## config.mk

```make
export PLATFORM = sky130hd
export DESIGN_NAME = codec_boot_seq
export DESIGN_NICKNAME = d
export VERILOG_FILES = /design/src/rtl/codec_boot_pkg.sv /design/src/rtl/codec_rst_timer.sv /design/src/rtl/codec_vol_fmt.sv /design/src/rtl/codec_boot_seq.sv
export SDC_FILE = /design/constraint.sdc
export NUM_CORES = 1
export LEC_CHECK = 0
export BUFFER_PORTS_ARGS = -buffer_cell sky130_fd_sc_hd__buf_2
export CAP_MARGIN = 0
export CORE_UTILIZATION = 50
export CTS_CLUSTER_DIAMETER = 150
export DETAILED_ROUTE_END_ITERATION = 16
export GPL_ROUTABILITY_DRIVEN = 0
export HOLD_SLACK_MARGIN = 0.03
export PLACE_DENSITY = 0.74
export SYNTH_ARGS = -nofsm -noshare
export SYNTH_HDL_FRONTEND = slang
export SYNTH_SLANG_ARGS = --single-unit
```

## constraint.sdc

```tcl
create_clock -name clk -period 3.9 [get_ports clk]
set_input_delay 1.17 -clock clk [delete_from_list [all_inputs] [get_ports clk]]
set_output_delay 1.17 -clock clk [all_outputs]
set_load 0.03 [all_outputs]
```

## src/rtl/codec_boot_pkg.sv

```systemverilog
package codec_boot_pkg;

   typedef enum logic [1:0] {
      ST_WAIT,
      ST_INIT,
      ST_RUN
   } seq_state_t;

   localparam logic [7:0] REG_SPK  = 8'h02;
   localparam logic [7:0] REG_MIC  = 8'h0E;
   localparam logic [7:0] REG_RATE = 8'h2C;

   localparam int INIT_WRITES = 3;
   localparam int ATT_W       = 5;
   localparam int WORD_W      = 16;

endpackage

```

## src/rtl/codec_rst_timer.sv

```systemverilog
module codec_rst_timer #(
   parameter int HOLD = 32
) (
   input  logic clk,
   input  logic rst,
   output logic released
);
   localparam int CW = (HOLD > 1) ? $clog2(HOLD) : 1;
   localparam logic [CW-1:0] LAST = CW'(HOLD - 1);

   generate
      if (HOLD < 2) begin : g_bad_hold
         $error("codec_rst_timer: HOLD must be at least 2");
      end
   endgenerate

   logic [CW-1:0] cnt;

   always_ff @(posedge clk) begin
      if (rst) begin
         cnt      <= '0;
         released <= 1'b0;
      end else if (!released) begin
         if (cnt == LAST) begin
            released <= 1'b1;
         end else begin
            cnt <= cnt + 1'b1;
         end
      end
   end
endmodule

```

## src/rtl/codec_vol_fmt.sv

```systemverilog
module codec_vol_fmt
   import codec_boot_pkg::*;
#(
   parameter int VOL_W  = 5,
   parameter bit STEREO = 1'b1
) (
   input  logic [VOL_W-1:0]  level,
   input  logic              mute,
   output logic [WORD_W-1:0] word
);
   localparam int PAD = ATT_W - VOL_W;

   logic [ATT_W-1:0] lvl;
   logic [ATT_W-1:0] att;

   generate
      if (VOL_W < 1 || VOL_W > ATT_W) begin : g_bad_width
         $error("codec_vol_fmt: VOL_W must be 1..5");
      end
      if (PAD == 0) begin : g_full
         assign lvl = level;
      end else begin : g_padded
         assign lvl = {level, {PAD{1'b0}}};
      end
   endgenerate

   assign att = ~lvl;

   generate
      if (STEREO) begin : g_stereo
         assign word = {mute, 2'b00, att, 3'b000, att};
      end else begin : g_mono
         assign word = {mute, 10'b0, att};
      end
   endgenerate
endmodule

```

## src/rtl/codec_boot_seq.sv

```systemverilog
module codec_boot_seq
   import codec_boot_pkg::*;
#(
   parameter int              RST_HOLD   = 32,
   parameter int              VOL_W      = 5,
   parameter int              ADDR_W     = 8,
   parameter int              DATA_W     = 16,
   parameter logic [15:0]     RATE_VALUE = 16'h0FA0
) (
   input  logic              clk,
   input  logic              rst,
   input  logic              codec_ready,
   input  logic              wr_ack,
   input  logic [VOL_W-1:0]  spk_level,
   input  logic              spk_mute,
   input  logic [VOL_W-1:0]  mic_level,
   input  logic              mic_mute,
   output logic              codec_rst_n,
   output logic              wr_req,
   output logic [ADDR_W-1:0] wr_addr,
   output logic [DATA_W-1:0] wr_data,
   output logic              init_done
);
   localparam logic [1:0] LAST_IDX = 2'(INIT_WRITES - 1);

   generate
      if (DATA_W != WORD_W) begin : g_bad_data
         $error("codec_boot_seq: DATA_W must be 16");
      end
      if (ADDR_W < 6 || ADDR_W > 8) begin : g_bad_addr
         $error("codec_boot_seq: ADDR_W must be 6..8");
      end
   endgenerate

   // reset hold timer
   logic released;

   codec_rst_timer #(.HOLD(RST_HOLD)) u_rst_timer (
      .clk      (clk),
      .rst      (rst),
      .released (released)
   );

   assign codec_rst_n = released;

   // switch to register word mapping
   logic [WORD_W-1:0] spk_word;
   logic [WORD_W-1:0] mic_word;

   codec_vol_fmt #(.VOL_W(VOL_W), .STEREO(1'b1)) u_spk_fmt (
      .level (spk_level),
      .mute  (spk_mute),
      .word  (spk_word)
   );

   codec_vol_fmt #(.VOL_W(VOL_W), .STEREO(1'b0)) u_mic_fmt (
      .level (mic_level),
      .mute  (mic_mute),
      .word  (mic_word)
   );

   // sequencing state
   seq_state_t        state;
   logic [1:0]        idx;
   logic [WORD_W-1:0] spk_last;
   logic [WORD_W-1:0] mic_last;

   logic [1:0]        load_sel;
   logic [ADDR_W-1:0] load_addr;
   logic [DATA_W-1:0] load_data;
   logic              ack_take;

   assign ack_take = wr_req && wr_ack;

   always_comb begin
      load_sel = (state == ST_WAIT) ? 2'd0 : idx + 2'd1;
      case (load_sel)
         2'd0: begin
            load_addr = ADDR_W'(REG_RATE);
            load_data = RATE_VALUE;
         end
         2'd1: begin
            load_addr = ADDR_W'(REG_SPK);
            load_data = spk_word;
         end
         default: begin
            load_addr = ADDR_W'(REG_MIC);
            load_data = mic_word;
         end
      endcase
   end

   always_ff @(posedge clk) begin
      if (rst) begin
         state     <= ST_WAIT;
         idx       <= '0;
         wr_req    <= 1'b0;
         wr_addr   <= '0;
         wr_data   <= '0;
         init_done <= 1'b0;
         spk_last  <= '0;
         mic_last  <= '0;
      end else begin
         case (state)
            ST_WAIT: begin
               if (released && codec_ready) begin
                  wr_req  <= 1'b1;
                  wr_addr <= load_addr;
                  wr_data <= load_data;
                  idx     <= '0;
                  state   <= ST_INIT;
               end
            end
            ST_INIT: begin
               if (ack_take) begin
                  if (idx == LAST_IDX) begin
                     wr_req    <= 1'b0;
                     init_done <= 1'b1;
                     state     <= ST_RUN;
                  end else begin
                     idx     <= idx + 2'd1;
                     wr_addr <= load_addr;
                     wr_data <= load_data;
                     if (load_sel == 2'd1) spk_last <= spk_word;
                     if (load_sel == 2'd2) mic_last <= mic_word;
                  end
               end
            end
            ST_RUN: begin
               if (wr_req) begin
                  if (wr_ack) wr_req <= 1'b0;
               end else if (spk_word != spk_last) begin
                  wr_req   <= 1'b1;
                  wr_addr  <= ADDR_W'(REG_SPK);
                  wr_data  <= spk_word;
                  spk_last <= spk_word;
               end else if (mic_word != mic_last) begin
                  wr_req   <= 1'b1;
                  wr_addr  <= ADDR_W'(REG_MIC);
                  wr_data  <= mic_word;
                  mic_last <= mic_word;
               end
            end
            default: state <= ST_WAIT;
         endcase
      end
   end
endmodule

```

==> metrics <==
P_sw 163.0 uW; Worst Path Required 4.03 ns; Clock Sinks 38; Mean Syn Cell Area 8.753 sq um; Core Rows 23; vias in the first global route 1572; yosys warns 0; Setup CP Type in2reg; first-pass GRT wire length 7300 um; post-DR vias/cell 5.594; slew margin rel. 42.87%; max cap viols 0; min-delay src init_done$_SDFFE_PP0P_; library cells used by synthesis 45; CTS Hold Bufs 0; Die W 66.96 um; Setup TNS 0 ns; clock power share 37.1%; diode count 0; cells after synthesis 241; reg2reg start state[0]$_SDFFE_PP0P_; hpwl dp 3107 um; critical path startpoint category primary input; gr usage total 21.63%; DR pass1 iterations 4; final setup fails 0; CP endpoint kind flop; Final Critical Period 2.845 ns; crit-path max FO 12; die area 4483 sq um; drt initial violations 79; area grow syn2layout 9.905%; final cell count without fillers 315; clock tree buffer depth 2; area of the mapped netlist 2110 sq um; CTS tree done; antenna-violating nets left 0; largest net degree at the start of global routing 49; RSZ-0062 raised after global routing false; synthesis-stage register bit count 38; status finished clean; Least-Margin Pin Slew 0.8569 ns; post-synthesis sequential area ratio 36.06%; root buf cell clkbuf_8; f_max 351.5 MHz; DR WL/cell 13.94 um; final wirelength 4392 um; worst vdd ir 0.2356 mV; CTS buffer count 5; port buffer count 35; Post-CTS Resized 0; Flop pwr share 55.6%; Initial Util 52.36%; crit path DAT 2.98 ns; worst skew pair latency 0.28 ns; Lkg Pwr 0.0008873 uW; Internal Pwr Total 544.2 uW; share of cells above drive strength 1 20.75%; vias 1762; Final Util 57.55%; crit path launch spk_level[0]; Pins Over Slew Limit 0; Comb pwr share 7.3%; Power Dens Cells 305.0 nW/um^2; Overflow after GRT 0; number of I/O pins 43; Inst Count DP 309; Die Y 66.96 um; period utilization 72.96%; antenna violations before repair 0; drt drc 0; Setup Fix Bufs, Post-CTS 0; Worst Hold Class reg2reg; Clock Skews 0.004458 ns; clock-pin slew on the worst setup and hold paths 0.07 ns; # H-tree levels 2; nets 285; Core Region 4029 sq um; Sw Share 23.05%; Final Hold Viols 0
==> power groups by stage <==
stage                     Clock [uW]  Combinational, uW  Sequential (uW)
after floorplan                    0               39.3              401
after global placement             0               51.1              402
after detailed placement           0               51.2              402
after CTS                        270               51.4              393
after global routing             291               56.8              393
final                            262               51.9              393
==> registers in the layout, indices dropped and copies added (netlist names) <==
name / flops
wr_req: 1
init_done: 1
state: 2
wr_addr: 2
u_rst_timer.cnt: 5
wr_data: 12
idx: 2
spk_last: 6
u_rst_timer.released: 1
mic_last: 6
==> layout make-up <==
class                   instances  area (sq um)
flip-flops and latches         38         760.7
repair buffers                 36         182.7
multi-input cells             183          1222
inverters                       2         7.507
clock buffers                   6         82.58
fillers                       387          1710
well taps                      50         62.56
==> Yosys cell counts (all sizes together) <==
cell type	instances	share of area (%)
ha	3	1.8
and3b	2	0.83
a211oi	11	5.3
and3	1	0.30
xor2	4	1.7
nor2	28	5.1
clkbuf	9	1.6
nor2b	8	2.4
a311oi	3	1.2
buf	15	5.1
dfxtp	38	36
mux2i	5	2.4
a21oi	21	5.0
nand2b	12	4.3
nor3	4	0.95
nor4	2	1.3
and2	2	0.59
xnor2	11	4.6
or2	2	0.59
nand3	3	0.71
a22oi	2	0.71
nand2	9	1.6
o32a	1	0.47
a2111oi	1	0.42
a31oi	2	0.89
o32ai	1	0.42
o21ai	10	2.4
nand3b	6	2.1
and4	1	0.42
a2bb2oi	5	2.1
nand4	6	1.8
conb	1	0.18
o31ai	1	0.36
inv	2	0.36
a21o	4	1.4
mux2	5	2.7
==> critical path, stage by stage <==
cell,delay [ns]
buf_2,0.13
xnor2_1,0.16
nor4_4,0.52
nand4_1,0.57
a21oi_1,0.36
a211oi_2,0.06
==> cell families (layout without fill, tap and decap cells) <==
| group | count (synthesis) | after routing | synth area share, % |
|---|---|---|---|
| AOI/OAI and AO/OA | 62 | 62 | 20.70 |
| xor gates and xnor gates | 15 | 15 | 6.227 |
| other | 1 | 7 | 0.1778 |
| DFF | 38 | 38 | 36.06 |
| buffers and inverters | 26 | 44 | 7.058 |
| muxes | 10 | 10 | 5.041 |
| and+or+nand+nor | 86 | 86 | 22.95 |
| adders and majority gates | 3 | 3 | 1.780 |
==> placed cells by master, fill, tap and decap left out, types with 6 or more instances in the layout <==
| cell | n |
|---|---|
| a211oi_2 | 6 |
| a21oi_1 | 21 |
| buf_2 | 35 |
| clkbuf_8 | 6 |
| conb_1 | 7 |
| dfxtp_1 | 38 |
| nand2_1 | 9 |
| nand2b_1 | 10 |
| nand3b_1 | 6 |
| nand4_1 | 6 |
| nor2_1 | 27 |
| nor2b_1 | 8 |
| o21ai_0 | 8 |
| xnor2_1 | 11 |
==> through the flow <==
step	worst slack, ns	power [uW]	hold slack (ns)	instance area (sq um)
3_3_place_gp	0.8459	452.8	0.4329	2236
2_1_floorplan	1.243	440.5	0.4580	2132
4_1_cts	1.082	714.4	0.4512	2318
6_report	1.055	707.2	0.4459	2318
3_5_place_dp	0.7676	452.9	0.4400	2236
5_1_grt	0.9302	740.8	0.4811	2318
==> worst paths after layout <==
kind | to | slack, ns | cells after the start
min | init_done$_SDFFE_PP0P_ | 0.45 | 2
max | wr_data[2]$_SDFFE_PP0P_ | 1.05 | 6
min reg2reg | init_done$_SDFFE_PP0P_ | 0.45 | 2
max reg2reg | wr_data[2]$_SDFFE_PP0P_ | 1.51 | 5
==> layer usage <==
| layer | track usage, % | part of all wire [%] |
|---|---|---|
| met1 | 28.84 | 48 |
| met2 | 34.34 | 46 |
| met3 | 5.308 | 4.9 |
| met4 | 5.851 | 1.0 |
| met5 | 0 | 0 |
No activity file was read; power rests on OpenSTA's default activity.
